[config.mk]
export PLATFORM = sky130hd
export DESIGN_NAME = ahb_posted_slave
export DESIGN_NICKNAME = d
export VERILOG_FILES = /design/src/rtl/bridge_fe_pkg.sv /design/src/rtl/wq_fifo.sv /design/src/rtl/fe_ctrl.sv /design/src/rtl/ahb_posted_slave.sv
export SDC_FILE = /design/constraint.sdc
export NUM_CORES = 1
export LEC_CHECK = 0
export ABC_AREA = 1
export BUFFER_PORTS_ARGS = -buffer_cell sky130_fd_sc_hd__buf_2
export CELL_PAD_IN_SITES_DETAIL_PLACEMENT = 1
export CELL_PAD_IN_SITES_GLOBAL_PLACEMENT = 1
export CORE_MARGIN = 2
export CORE_UTILIZATION = 30
export CTS_CLUSTER_SIZE = 20
export DETAILED_ROUTE_END_ITERATION = 16
export GPL_TIMING_DRIVEN = 0
export PLACE_DENSITY = 0.66
export SETUP_SLACK_MARGIN = 0.2
export SLEW_MARGIN = 40
export SYNTH_ARGS = -nofsm -noshare
export SYNTH_HDL_FRONTEND = slang
export SYNTH_HIERARCHICAL = 1
export SYNTH_SLANG_ARGS = --single-unit
[constraint.sdc]
create_clock -name clk -period 5.9 [get_ports clk]
set_input_delay 1.18 -clock clk [delete_from_list [all_inputs] [get_ports clk]]
set_output_delay 1.18 -clock clk [all_outputs]
set_load 0.005 [all_outputs]
[src/rtl/bridge_fe_pkg.sv]
// Shared constants and phase encoding for the bus front end.
// Assumes the standard transfer-type and size encodings of the bus.
package bridge_fe_pkg;
    localparam logic [1:0] TR_IDLE   = 2'b00;
    localparam logic [1:0] TR_BUSY   = 2'b01;
    localparam logic [1:0] TR_NONSEQ = 2'b10;
    localparam logic [1:0] TR_SEQ    = 2'b11;
    localparam logic [2:0] SZ_WORD   = 3'b010;

    typedef enum logic [2:0] {
        PH_IDLE,
        PH_WRITE,
        PH_READ_WAIT,
        PH_READ_DONE,
        PH_ERR_FIRST,
        PH_ERR_SECOND
    } phase_t;
endpackage

[src/rtl/wq_fifo.sv]
// Posted-write queue: DEPTH entries of WIDTH bits, first in first out.
// Assumes push is only requested when not full; head is read combinationally.
module wq_fifo #(
    parameter int DEPTH = 4,
    parameter int WIDTH = 39
) (
    input  logic             clk,
    input  logic             rst_n,
    input  logic             push,
    input  logic [WIDTH-1:0] push_data,
    input  logic             pop,
    output logic [WIDTH-1:0] head,
    output logic             full,
    output logic             empty
);
    localparam int AW = (DEPTH > 1) ? $clog2(DEPTH) : 1;
    localparam int CW = $clog2(DEPTH + 1);

    logic [WIDTH-1:0] mem [DEPTH];
    logic [AW-1:0]    wr_ptr, rd_ptr;
    logic [CW-1:0]    count;
    logic             do_push, do_pop;

    assign full    = (count == CW'(DEPTH));
    assign empty   = (count == '0);
    assign do_push = push && !full;
    assign do_pop  = pop && !empty;
    assign head    = mem[rd_ptr];

    // Storage write: place the new entry at the write pointer.
    always_ff @(posedge clk) begin
        if (do_push) mem[wr_ptr] <= push_data;
    end

    // Pointer and occupancy update.
    always_ff @(posedge clk) begin
        if (!rst_n) begin
            wr_ptr <= '0;
            rd_ptr <= '0;
            count  <= '0;
        end else begin
            if (do_push) wr_ptr <= (wr_ptr == AW'(DEPTH - 1)) ? '0 : wr_ptr + 1'b1;
            if (do_pop)  rd_ptr <= (rd_ptr == AW'(DEPTH - 1)) ? '0 : rd_ptr + 1'b1;
            count <= count + CW'(do_push) - CW'(do_pop);
        end
    end
endmodule

[src/rtl/fe_ctrl.sv]
// Transfer decoder and wait-state generator for the bus slave.
// Tracks the pending data phase, drives ready/response, requests queue
// pushes and serial reads. Assumes bus_ready_in reflects the bus-wide ready.
module fe_ctrl
    import bridge_fe_pkg::*;
#(
    parameter int ADDR_W = 7,
    parameter int DATA_W = 32
) (
    input  logic              clk,
    input  logic              rst_n,
    input  logic              bus_sel,
    input  logic [ADDR_W-1:0] bus_addr,
    input  logic [1:0]        bus_trans,
    input  logic              bus_write,
    input  logic [2:0]        bus_size,
    input  logic              bus_ready_in,
    input  logic              q_full,
    input  logic              rd_ack,
    input  logic [DATA_W-1:0] rd_data,
    output logic              ready_out,
    output logic              resp,
    output logic [DATA_W-1:0] rdata,
    output logic              push,
    output logic              rd_req,
    output logic [ADDR_W-1:0] cap_addr
);
    phase_t phase, phase_nxt;
    logic   accept;
    logic   size_bad;

    assign accept   = bus_sel && bus_ready_in &&
                      (bus_trans == TR_NONSEQ || bus_trans == TR_SEQ);
    assign size_bad = (bus_size > SZ_WORD);

    // Output decode for the current data phase.
    always_comb begin
        ready_out = 1'b1;
        resp      = 1'b0;
        push      = 1'b0;
        rd_req    = 1'b0;
        unique case (phase)
            PH_WRITE: begin
                ready_out = !q_full;
                push      = !q_full;
            end
            PH_READ_WAIT: begin
                ready_out = 1'b0;
                rd_req    = 1'b1;
            end
            PH_ERR_FIRST: begin
                ready_out = 1'b0;
                resp      = 1'b1;
            end
            PH_ERR_SECOND: resp = 1'b1;
            default: ;
        endcase
    end

    // Next data phase: a completing cycle may admit a new address phase.
    always_comb begin
        phase_nxt = phase;
        if (ready_out) begin
            if (!accept)        phase_nxt = PH_IDLE;
            else if (size_bad)  phase_nxt = PH_ERR_FIRST;
            else if (bus_write) phase_nxt = PH_WRITE;
            else                phase_nxt = PH_READ_WAIT;
        end else if (phase == PH_ERR_FIRST) begin
            phase_nxt = PH_ERR_SECOND;
        end else if (phase == PH_READ_WAIT && rd_ack) begin
            phase_nxt = PH_READ_DONE;
        end
    end

    // Phase register.
    always_ff @(posedge clk) begin
        if (!rst_n) phase <= PH_IDLE;
        else        phase <= phase_nxt;
    end

    // Address capture on an admitted address phase.
    always_ff @(posedge clk) begin
        if (!rst_n)                   cap_addr <= '0;
        else if (ready_out && accept) cap_addr <= bus_addr;
    end

    // Read data capture when the serial engine acknowledges.
    always_ff @(posedge clk) begin
        if (!rst_n)                               rdata <= '0;
        else if (phase == PH_READ_WAIT && rd_ack) rdata <= rd_data;
    end
endmodule

[src/rtl/ahb_posted_slave.sv]
// Bus slave front end of a serial bridge: writes are posted to a queue,
// reads stall until the serial engine returns data. Assumes one outstanding
// transfer per the bus pipelining rules; split responses are not used.
module ahb_posted_slave #(
    parameter int ADDR_W = 7,
    parameter int DATA_W = 32,
    parameter int Q_DEPTH = 4
) (
    input  logic              clk,
    input  logic              rst_n,
    input  logic              bus_sel,
    input  logic [ADDR_W-1:0] bus_addr,
    input  logic [1:0]        bus_trans,
    input  logic              bus_write,
    input  logic [2:0]        bus_size,
    input  logic              bus_ready_in,
    input  logic [DATA_W-1:0] bus_wdata,
    output logic              bus_ready_out,
    output logic              bus_resp,
    output logic [DATA_W-1:0] bus_rdata,
    output logic              wq_valid,
    output logic [ADDR_W-1:0] wq_addr,
    output logic [DATA_W-1:0] wq_data,
    input  logic              wq_pop,
    output logic              rd_req,
    output logic [ADDR_W-1:0] rd_addr,
    input  logic              rd_ack,
    input  logic [DATA_W-1:0] rd_data
);
    localparam int ENTRY_W = ADDR_W + DATA_W;

    logic               q_full, q_empty, q_push;
    logic [ENTRY_W-1:0] q_head;
    logic [ADDR_W-1:0]  cap_addr;

    fe_ctrl #(.ADDR_W(ADDR_W), .DATA_W(DATA_W)) u_ctrl (
        .clk          (clk),
        .rst_n        (rst_n),
        .bus_sel      (bus_sel),
        .bus_addr     (bus_addr),
        .bus_trans    (bus_trans),
        .bus_write    (bus_write),
        .bus_size     (bus_size),
        .bus_ready_in (bus_ready_in),
        .q_full       (q_full),
        .rd_ack       (rd_ack),
        .rd_data      (rd_data),
        .ready_out    (bus_ready_out),
        .resp         (bus_resp),
        .rdata        (bus_rdata),
        .push         (q_push),
        .rd_req       (rd_req),
        .cap_addr     (cap_addr)
    );

    wq_fifo #(.DEPTH(Q_DEPTH), .WIDTH(ENTRY_W)) u_queue (
        .clk       (clk),
        .rst_n     (rst_n),
        .push      (q_push),
        .push_data ({cap_addr, bus_wdata}),
        .pop       (wq_pop),
        .head      (q_head),
        .full      (q_full),
        .empty     (q_empty)
    );

    assign wq_valid = !q_empty;
    assign wq_addr  = q_head[ENTRY_W-1:DATA_W];
    assign wq_data  = q_head[DATA_W-1:0];
    assign rd_addr  = cap_addr;
endmodule

== Word level (Yosys, flattened, before mapping) ==
Memories as Yosys holds them, arrays and structs flattened. A register that Yosys moved wholly into a read port is not among the register bits.
Index checks and enable logic that the tools add are counted.

* Bits of input ports: 83
* Memories kept: 1
* Register bits: 49
* Logic and storage cells: 50
* Output and inout bits: 82
* RAM bits: 156

{| class="wikitable"
|+ Memory list
! name !! words !! width !! rd ports !! clocked after Yosys merged registers in !! write ports !! RTL line !! source
|-
| u_queue.mem || 4 || 39 || 1 || 1 || 1 || wq_fifo.sv:19 || <nowiki>logic [WIDTH-1:0] mem [DEPTH];</nowiki>
|}

* Multiplexer cells: 16
* Eq/ne operators: 9
* Reductions and logical operators: 13
* $add $sub $neg: 4
* Magnitude comparators: 1

{| class="wikitable"
|+ Operator list
! operator !! count
|-
| 2-to-1 mux 3 bit || 5
|-
| 2-to-1 mux 2 bit || 5
|-
| equality test 3 bit (second input constant) || 3
|-
| equality test 2 bit (second input constant) || 4
|-
| logical AND 1 bit || 6
|-
| 2-to-1 mux 1 bit || 5
|-
| adder 2 x 1 -> 2 bit (second input constant) || 2
|-
| OR reduction 2 bit || 2
|-
| adder 3 x 1 -> 3 bit || 1
|-
| equality test 3 x 1 -> 1 bit (second input constant) || 1
|-
| equality test 3 x 2 -> 1 bit (second input constant) || 1
|-
| > comparator 3 x 2 -> 1 bit (second input constant) || 1
|-
| zero test 3 bit || 1
|-
| nonzero test 3 bit || 1
|-
| subtractor 3 x 1 -> 3 bit || 1
|-
| zero test 1 bit || 2
|-
| case mux 1 bit (2 select lines) || 1
|-
| logical OR 1 bit || 1
|}

== Depth between registers and ports, before layout ==
Gate-level depths: netlist of run 1.

* Depth after elaboration: 6
* Gate-level depth with buffers: 13
* Depth with buffers taken out: 13

== Cells and area by module ==
The synthesis of run 1 kept the hierarchy.

{| class="wikitable"
|+ Modules (own cells, without submodules)
! module !! instances !! area each (sq um) !! cells each !! seq. area each (sq um)
|-
| wq_fifo || 1 || 6276.0 || 444 || 4864.7
|-
| fe_ctrl || 1 || 1661.6 || 219 || 840.8
|-
| ahb_posted_slave || 1 || 3.8 || 1 || 0.0
|}

== Worst setup path after synthesis of run 1 ==
OpenSTA, ideal clock, no wires.

* Kind: reg-to-reg
* Start: register u_queue.count[1]
* End: memory u_queue.mem[0][0], enable pin
* Arrival: 2.611 ns
* Path buffers: 0
* Slack: 2.854 ns
* Data required time: 5.465 ns
* Cell stages (with the launch flop): 8
* Clock period less this slack: 3.046 ns
* Setup time: 0.435 ns
* Cells stage by stage: dfxtp_1 nor2_1 nand2_1 inv_1 nand3b_1 inv_1 nand2_2 nor2_1

* Longest elaborated chain between the ends: 6

{| class="wikitable"
|+ Ends and longest elaborated chain
! element !! RTL line !! source
|-
| start, declared || wq_fifo.sv:21 || <nowiki>logic [CW-1:0] count;</nowiki>
|-
| start signal, assigned || wq_fifo.sv:44 || <nowiki>count <= count + CW'(do_push) - CW'(do_pop);</nowiki>
|-
| equality test 3 bit || wq_fifo.sv:24 || <nowiki>assign full = (count == CW'(DEPTH));</nowiki>
|-
| net q_full || ahb_posted_slave.sv:32 || <nowiki>logic q_full, q_empty, q_push;</nowiki>
|-
| zero test 1 bit || fe_ctrl.sv:45 || <nowiki>push = !q_full;</nowiki>
|-
| 2-to-1 mux 1 bit || fe_ctrl.sv:42 || <nowiki>unique case (phase)</nowiki>
|-
| net q_push || ahb_posted_slave.sv:32 ||
|-
| logical AND 1 bit || wq_fifo.sv:26 || <nowiki>assign do_push = push && !full;</nowiki>
|-
| 2-to-1 mux 1 bit || wq_fifo.sv:32 || <nowiki>if (do_push) mem[wr_ptr] <= push_data;</nowiki>
|-
| 2-to-1 mux 1 bit (not written as such) || wq_fifo.sv:32 ||
|-
| end, declared || wq_fifo.sv:19 ||
|}

The timed path passes the listed nets, and every way through them passes these cells.

==> impl_metrics.toml, run 1 <==
[synth]
yosysWarnings = 6
synth_fa_ha_area_share_pct = 1.355
ys.flop_type = "edfxtp_1"
yosysTopAreaCellShare_pct = 58.99
synth-compound-area-share_pct = 10.84
synth_top_family_by_area = "simple AND/OR/NAND/NOR gates"
synthSimpleGateAreaFrac_pct = 11.14
async_reset_ff_share_pct = 0
yosysSeqAreaShare_pct = 71.84
synth-xor-area-share_pct = 0.1103
synth-edff-count = 156
synth_area_leaders = "edfxtp_1 59%, dfxtp_1 13%, nor2_1 8.0%"
mappedNetlistNets = 755
synth_area_leader_cell = "edfxtp_1"
syn-mean-instance-area_um2 = 11.96
synth_cell_types = 32
muxShareOfSynthArea_pct = 0
syn_inst = 664
synth_area_um2 = 7941
synth-seq-cells = 207

[clock_network]
holdBufCountCts = 0
cts-root-buf = "clkbuf_16"
cts_made_buffers = 24
cts_tree = "yes"
cts_resized = 0
clockBufferDepth = 3
htree_levels = 1
clk_latency_ps = 520
clk_pin_slew_ps = 60
clock_sinks = 207
cts_setup_buffers = 0

[power_and_ir_drop]
max-vdd-ir-drop_uv = 202.5
powerDensity_nw_per_um2 = 426.7
p_leak_nw = 3.971

[setup_path]
r2r_start = "u_queue/count[1]$_SDFF_PN0_"
reg2regPathDepth = 12
critPathLaunchType = "flop"
required_ps = 4720
rrSetupSlack_ps = 3510
crit_path_end_kind = "output port"
cp.arrival_ps = 1980
crit_fanout = 10
rr_endpoint = "u_queue/count[2]$_SDFF_PN0_"
worstSetupPathType = "flop to output port"

[sta]
finalCritPeriodShare_pct = 53.58
fin_skew_ps = 14.33
finalHoldViolCount = 0
tightestPinTransition_ps = 526.0
setup_tns_ps = 0
drv_slew = 0
maxSlewHeadroom_pct = 64.94
fmax_mhz = 316.4
rsz0062_at_grt = "false"
setup_viol = 0
period_needed_ps = 3161

[global_routing]
grt_pass1_wl_um = 32130
met2_usage_pct = 25.26
grt_use_met3_pct = 4.254
grt_pass1_vias = 5977
overflow = 0
top_usage_layer = "met2"
use_met1_pct = 17.91
grt.total_usage_pct = 14.64
grt_max_degree = 17
antenna_found_initial = 0

[drt]
drt_iter0_drc = 264
via_per_inst = 4.639
drcViolationCount = 0
vias = 5641
wirelength_um = 20690
antenna_left = 0
wire_per_inst_um = 17.02
dr.pass1.iters = 4

[final_layout]
final_net_count = 955
drive_above_1_share_pct = 28.60
insertedDiodeCount = 0
utilization_pct = 39.01
area_delta_synth_final_pct = 28.01

[die]
fp.coreArea_um2 = 26060
ios = 165
start_util_pct = 30.47
fp-row-count = 59
dieArea_um2 = 27790
dieWidth_um = 166.7
die_h_um = 166.7

[placed_design]
place.gp.congestion = 0.7055
hpwl_um = 14290
port_buffers = 163

[min_path]
whs_path_depth = 2
hold_end = "u_ctrl/rdata[31]$_SDFFE_PN0P_"
hold_path.startpoint = "u_ctrl/rdata[31]$_SDFFE_PN0P_"
hp-class = "flop to flop"

[outcome]
outcome = "completed"

[job]
maxCapViolCount = 0
## cell type report
cell class | count | area, um2
fill | 2898 | 15890
inverter | 31 | 118.9
clock buffer | 33 | 675.6
sequential | 207 | 5705
clock inverter | 10 | 56.30
timing repair buffer | 174 | 1044
buffer | 37 | 255.2
tap | 335 | 419.2
multi-input combinational | 389 | 1892
## power breakdown
group / switching [W] / internal [W] / total, W
Clock: 0.000566 / 0.000798 / 0.00136
Combinational: 0.000718 / 0.000468 / 0.00119
Sequential: 0.0000703 / 0.00172 / 0.00179
## layout by cell type (no fill, tap or decap), drive strengths merged
cell type	netlist	layout
a21oi	11	11
edfxtp	156	156
o22ai	39	39
nand4	1	1
ha	7	7
o21ai	110	110
xnor2	1	1
inv	31	31
dfxtp	51	51
nor2	170	170
nand3b	3	3
or2	1	1
a21boi	1	1
nand2	31	31
fa	1	1
buf	22	196
clkinv	0	10
nand3	12	12
nor3	1	1
clkbuf	15	48
## Yosys cell counts (3+ instances only)
library cell  instances
ha_1                  7
o22ai_1              39
a21oi_1              10
buf_2                11
buf_6                10
nand3_1              11
inv_2                 3
nand2_1              28
inv_1                27
clkbuf_1              7
clkbuf_2              5
dfxtp_1              51
o21ai_1               7
edfxtp_1            156
o21ai_0             103
nor2_1              170
## layer usage
| metal | wire (um) | vias to the layer above |
|---|---|---|
| li1 | - | 2736 |
| met1 | 8958 | 2690 |
| met2 | 9772 | 183 |
| met3 | 1503 | 32 |
| met4 | 458 | 0 |
| met5 | 0 | - |
## state kept, by name (all words and copies together) (netlist names), named ones only
name / count
u_queue/count: 3
u_ctrl/rdata: 32
u_queue/wr_ptr: 2
u_ctrl/phase: 3
u_queue/mem: 156
u_queue/rd_ptr: 2
u_ctrl/cap_addr: 7
## critical path: stages (launching register included)
cell      delay (ps)
dfxtp_1          370
inv_2            100
clkbuf_1         400
o21ai_0          210
o22ai_1          220
buf_2            160
## worst max-delay path by stage
stage,cells past startpoint,endpoint
floorplan,7,u_queue/mem[0][0]$_DFFE_PP_
global placement,7,u_queue/mem[3][13]$_DFFE_PP_
detailed placement,4,wq_data[15]
CTS,4,wq_data[15]
global route,4,wq_data[19]
finish,5,wq_data[15]
## per-stage QoR
| stage | worst slack [ps] | area (um2) | instances | total power [W] | hold slack [ps] |
|---|---|---|---|---|---|
| 2_1_floorplan | 2854 | 7941 | 664 | 0.002474 | 477.2 |
| 3_3_place_gp | 1202 | 9176 | 1162 | 0.002969 | 457.2 |
| 3_5_place_dp | 3259 | 9434 | 1173 | 0.003031 | 468.1 |
| 4_1_cts | 2694 | 10170 | 1216 | 0.004420 | 481.2 |
| 5_1_grt | 2598 | 10170 | 1216 | 0.004601 | 514.4 |
| 6_report | 2739 | 10170 | 1216 | 0.004338 | 472.7 |
## logic make-up after synthesis
family / after synthesis
AND/OR/NAND/NOR: 219
flip-flops: 207
AO/OA/AOI/OAI: 161
buffers and inverters: 68
adder cells (fa/ha/maj): 8
XOR/XNOR: 1
Power figures use the tool's default switching activity.
==> inputs of run 2 (changes only) <==
--- a/config.mk
+++ b/config.mk
@@ -14,7 +14,7 @@
 export CTS_CLUSTER_SIZE = 20
 export DETAILED_ROUTE_END_ITERATION = 16
 export GPL_TIMING_DRIVEN = 0
-export PLACE_DENSITY = 0.66
+export PLACE_DENSITY = 0.68
 export SETUP_SLACK_MARGIN = 0.2
 export SLEW_MARGIN = 40
 export SYNTH_ARGS = -nofsm -noshare
==> constraint.sdc (replaced) <==
create_clock -name clk -period 2.75 [get_ports clk]
set_input_delay 0.55 -clock clk [delete_from_list [all_inputs] [get_ports clk]]
set_output_delay 0.55 -clock clk [all_outputs]
set_load 0.005 [all_outputs]
==> run 2 against run 1 <==
Cell count grew 0.49%. Register-to-register slack lost 3200 ps. Clock-buffer cell count shrank 5. Global-route usage grew 0.19 points. Sequential share of layout area shrank 0.41 points. Worst hold slack lost 230 ps. Total power grew 120%. Die area is the same. Sequential power grew 110%. Sequential cell count is the same. Largest power group unchanged.
==> impl_metrics.toml, run 2 (synthesis gave the netlist of run 1 again) <==
[power_and_ir_drop]
p_total_w = 0.009653
pwr-share-clk_pct = 33.5
powerDensity_nw_per_um2 = 942.6
internal_power_w = 0.006672
pwr-share-comb_pct = 26.8
seqPwrFrac_pct = 39.7
p_switching_w = 0.002981
swShare_pct = 30.88
max-vdd-ir-drop_uv = 458.2
p_leak_nw = 4.011

[placed_design]
dp_cells = 1173
place.gp.congestion = 0.7149
dpl-instance-area_um2 = 9384
dp_slack_ps = 313.9
hpwl_um = 14520
port_buffers = 163

[global_routing]
grt_pass1_vias = 6022
antenna_found_initial = 1
overflow = 0
grt_pass1_wl_um = 32630
grt.total_usage_pct = 14.83
grt_max_degree = 18

[setup_path]
worstSetupPathType = "flop to output port"
required_ps = 2200
critPathLaunchType = "flop"
cp.arrival_ps = 1880
crit_path_end_kind = "output port"
crit_fanout = 10

[drt]
vias = 5667
dr.pass1.iters = 4
wirelength_um = 20930
wire_per_inst_um = 17.13
antenna_left = 0
drcViolationCount = 0
drt_iter0_drc = 298
via_per_inst = 4.637

[final_layout]
final_net_count = 958
fillCellCount = 2857
largest_reg_flops = 156
reg_top3 = "u_queue/mem (156), u_ctrl/rdata (32), u_ctrl/cap_addr (7)"
layoutNonFillerInstCount = 1222
mostFrequentLayoutCell = "buf_2"
final-seq-area_um2 = 5705
multiInputGateArea_um2 = 1903
utilization_pct = 39.30
fin_area_um2 = 10240
drive_above_1_share_pct = 29.64
most-common-layout-cells = "172 x buf_2, 166 x nor2_1, 156 x edfxtp_1, 103 x o21ai_0, 51 x dfxtp_1"
top_register = "u_queue/mem"
area_delta_synth_final_pct = 28.96

[job]
maxCapViolCount = 0

[clock_network]
clock_sinks = 207
clk_latency_ps = 520
cts-root-buf = "clkbuf_16"
clk_pin_slew_ps = 60
clockBufferDepth = 3
cts_made_buffers = 25
htree_levels = 1
cts_tree = "yes"
holdBufCountCts = 0

[sta]
rsz0062_at_grt = "true"
period_needed_ps = 2428
maxSlewHeadroom_pct = 68.24
worst_slack_ps = 322.4
setup_viol = 0
finalHoldViolCount = 0
fmax_mhz = 411.9
fin_skew_ps = 10.93
tightestPinTransition_ps = 476.4
finalCritPeriodShare_pct = 88.28
drv_slew = 0

[die]
fp.coreArea_um2 = 26060
die_h_um = 166.7
dieArea_um2 = 27790
ios = 165
start_util_pct = 30.47
fp-row-count = 59
dieWidth_um = 166.7

[outcome]
outcome = "completed"

[min_path]
hp-class = "input port to flop"
-- run 2: cell count changes in the layout (fill, tap and decap cells not counted), sizes merged --
cell,change
clkbuf,-4
bufinv,+3
diode,+3
clkinvlp,+2
buf,+1
inv,+1
-- run 2: area by class of cell --
cell class                 instances  area share [%]
sequential                       207           55.71
multi-input combinational        389           18.58
timing repair buffer             176           9.847
clock buffer                      28           6.219
tap                              335           4.093
buffer                            37           2.578
clock inverter                    16           1.735
inverter                          31           1.161
antenna                            3         0.07330
-- run 2: worst paths after layout --
check                           startpoint                            end  slack [ps]  cells past startpoint
max                                   flop                    wq_data[13]         320                      5
min                          bus_wdata[25]   u_queue/mem[0][25]$_DFFE_PP_         240                      1
max reg2reg    u_queue/count[1]$_SDFF_PN0_    u_queue/count[2]$_SDFF_PN0_         340                     13
min reg2reg  u_ctrl/rdata[19]$_SDFFE_PN0P_  u_ctrl/rdata[19]$_SDFFE_PN0P_         480                      2
-- run 2: worst max-delay path, stage by stage (launching register included) --
cell and delay (ps):
dfxtp_1 370, inv_2 90, clkbuf_1 380, o21ai_0 160, o22ai_1 200, buf_2 160
-- run 2: what timing repair did --
item                                    4_1_cts  5_1_grt
resized for setup                             3        6
setup buffers                                 0        2
endpoints found under the setup margin        3       31
hold endpoints to repair                      0        0
pin swaps                                     0        1
-- run 2: power by group through the flow --
stage,registers (W),logic [W],clock network [W]
floorplan,0.00389,0.00142,0
global placement,0.00391,0.00243,0
detailed placement,0.00390,0.00257,0
CTS,0.00384,0.00260,0.00334
global route,0.00387,0.00291,0.00343
finish,0.00384,0.00258,0.00323
-- run 2: stage by stage --
step           TNS [ps]  hold slack (ps)
6_report              0            238.2
5_1_grt               0            226.8
4_1_cts               0            215.0
3_5_place_dp          0            468.0
3_3_place_gp    -283240            456.7
2_1_floorplan    -46180            477.2
-- run 2: layer usage --
layer	wire length, um	track usage, %	up-vias
met5	7	0	-
met4	407	3.486	2
met3	1607	4.016	27
met2	10080	26.14	183
met1	8827	18.10	2704
li1	-	-	2751
==> inputs of run 3 (changes only) <==
--- a/config.mk
+++ b/config.mk
@@ -14,7 +14,7 @@
 export CTS_CLUSTER_SIZE = 20
 export DETAILED_ROUTE_END_ITERATION = 16
 export GPL_TIMING_DRIVEN = 0
-export PLACE_DENSITY = 0.68
+export PLACE_DENSITY_LB_ADDON = 0.2
 export SETUP_SLACK_MARGIN = 0.2
 export SLEW_MARGIN = 40
 export SYNTH_ARGS = -nofsm -noshare
==> run 3 against run 2 <==
Fmax fell by 1.1%. Combinational power barely moved. Die area did not move. Worst hold slack improved by 5.3 ps. Sequential cell count did not move. Register-to-register slack improved by 130 ps. Clock-buffer cell count rose by 6. Via count barely moved. Final area fell by 0.26%. Sequential power barely moved. Routed wire length fell by 0.28%. First-iteration DRC count fell by 17%. Critical endpoint is now wq_data[28]. Highest routed layer unchanged.
==> impl_metrics.toml, run 3 (synthesis gave the netlist of run 1 again) <==
[setup_path]
crit_fanout = 10
rr_endpoint = "u_queue/count[1]$_SDFF_PN0_"
critPathLaunchType = "flop"
crit_path_end_kind = "output port"
rrSetupSlack_ps = 470
required_ps = 2200
slowest_delay_ps = 320
worstSetupPathType = "flop to output port"
cp_slowest_cell = "dfxtp_1"
cp_cell_sequence = "buf_6 > buf_6 > buf_2 > nor2_1 > o22ai_1 > buf_2"
r2r_start = "u_queue/count[1]$_SDFF_PN0_"
cp.arrival_ps = 1900
reg2regPathDepth = 12

[final_layout]
insertedDiodeCount = 0
most-common-layout-cells = "173 x buf_2, 166 x nor2_1, 156 x edfxtp_1, 103 x o21ai_0, 49 x dfxtp_1"
largest_reg_flops = 156
mostFrequentLayoutCell = "buf_2"
area_delta_synth_final_pct = 28.63
fin_area_um2 = 10210
reg_top3 = "u_queue/mem (156), u_ctrl/rdata (32), u_ctrl/cap_addr (7)"
drive_above_1_share_pct = 29.30
utilization_pct = 39.20
top_register = "u_queue/mem"
final_net_count = 956

[sta]
rsz0062_at_grt = "true"
fmax_mhz = 407.6
setup_viol = 0
finalHoldViolCount = 0
fin_skew_ps = 14.88
maxSlewHeadroom_pct = 64.55
tightestPinTransition_ps = 530.5
finalCritPeriodShare_pct = 89.22
worst_slack_ps = 296.4
setup_tns_ps = 0
drv_slew = 0
period_needed_ps = 2454

[outcome]
outcome = "completed"

[global_routing]
grt_max_degree = 17
antenna_found_initial = 1
grt.total_usage_pct = 14.74
grt_pass1_wl_um = 32470
grt_pass1_vias = 5865
overflow = 0

[placed_design]
dpl-instance-area_um2 = 9422
place.gp.congestion = 0.6805
dp_slack_ps = 357.5
hpwl_um = 13990
port_buffers = 163

[min_path]
hp-class = "input port to flop"
hold_end = "u_queue/mem[0][11]$_DFFE_PP_"
whs_path_depth = 1
hold_path.startpoint = "bus_wdata[11]"

[die]
start_util_pct = 30.47
fp.coreArea_um2 = 26060
dieArea_um2 = 27790
die_h_um = 166.7
dieWidth_um = 166.7
fp-row-count = 59
ios = 165

[drt]
dr.pass1.iters = 4
wirelength_um = 20870
drcViolationCount = 0
vias = 5663
via_per_inst = 4.646
drt_iter0_drc = 247
antenna_left = 0
wire_per_inst_um = 17.12

[clock_network]
clockBufferDepth = 3
htree_levels = 1
clk_latency_ps = 520
cts_made_buffers = 25
clock_sinks = 207
cts_tree = "yes"
clk_pin_slew_ps = 60
cts-root-buf = "clkbuf_16"

[power_and_ir_drop]
p_leak_nw = 3.995
powerDensity_nw_per_um2 = 930.3
max-vdd-ir-drop_uv = 383.1

[job]
maxCapViolCount = 0
==> run 3: where the power goes <==
group          internal [W]  switching (W)
clock network       0.00185        0.00126
logic               0.00101        0.00155
registers           0.00369       0.000146
total               0.00655        0.00295
==> run 3: worst max-delay path by stage <==
stage                     slack [ps]                           end  cells past startpoint
after floorplan                 -300   u_queue/mem[0][0]$_DFFE_PP_                      7
after global placement         -2090  u_queue/mem[0][21]$_DFFE_PP_                      7
after detailed placement         360  u_queue/mem[1][15]$_DFFE_PP_                     10
after CTS                        230                   wq_data[14]                      5
after global routing             200                 bus_ready_out                      7
final                            300                   wq_data[28]                      6
==> run 3: routing by layer <==
metal | track usage, % | wire length, um
met1 | 18.60 | 9167
met2 | 25.08 | 9872
met3 | 4.064 | 1406
met4 | 3.748 | 408
met5 | 0 | 13
==> run 3: metrics by stage <==
step / total power [W] / hold slack (ps) / instances
final: 0.009503 / 243.6 / 1219
after global routing: 0.01009 / 232.7 / 1219
after CTS: 0.009677 / 221.6 / 1219
after detailed placement: 0.006501 / 466.2 / 1173
after global placement: 0.006390 / 456.0 / 1162
after floorplan: 0.005308 / 477.2 / 664
==> run 3: area by class of cell <==
| type | count | area, um2 |
|---|---|---|
| clock buffers | 34 | 690.7 |
| plain buffers | 37 | 261.5 |
| clock inverters | 12 | 88.84 |
| multi-input cells | 389 | 1897 |
| fillers | 2894 | 15840 |
| flip-flops and latches | 207 | 5708 |
| well taps | 335 | 419.2 |
| inverters | 31 | 118.9 |
| repair buffers | 174 | 1031 |
==> run 3: what timing repair did <==
item	4_1_cts	5_1_grt
setup endpoints to repair	6	15
gates resized for setup	3	6
hold buffers	0	0
setup buffers	0	0
==> run 3: worst max-delay path: cells and delay by family (launching register included) <==
family | cells | cell delay, ps
DFF | 1 | 320
buffers and inverters | 4 | 750
AOI/OAI and AO/OA | 1 | 230
and+or+nand+nor | 1 | 90
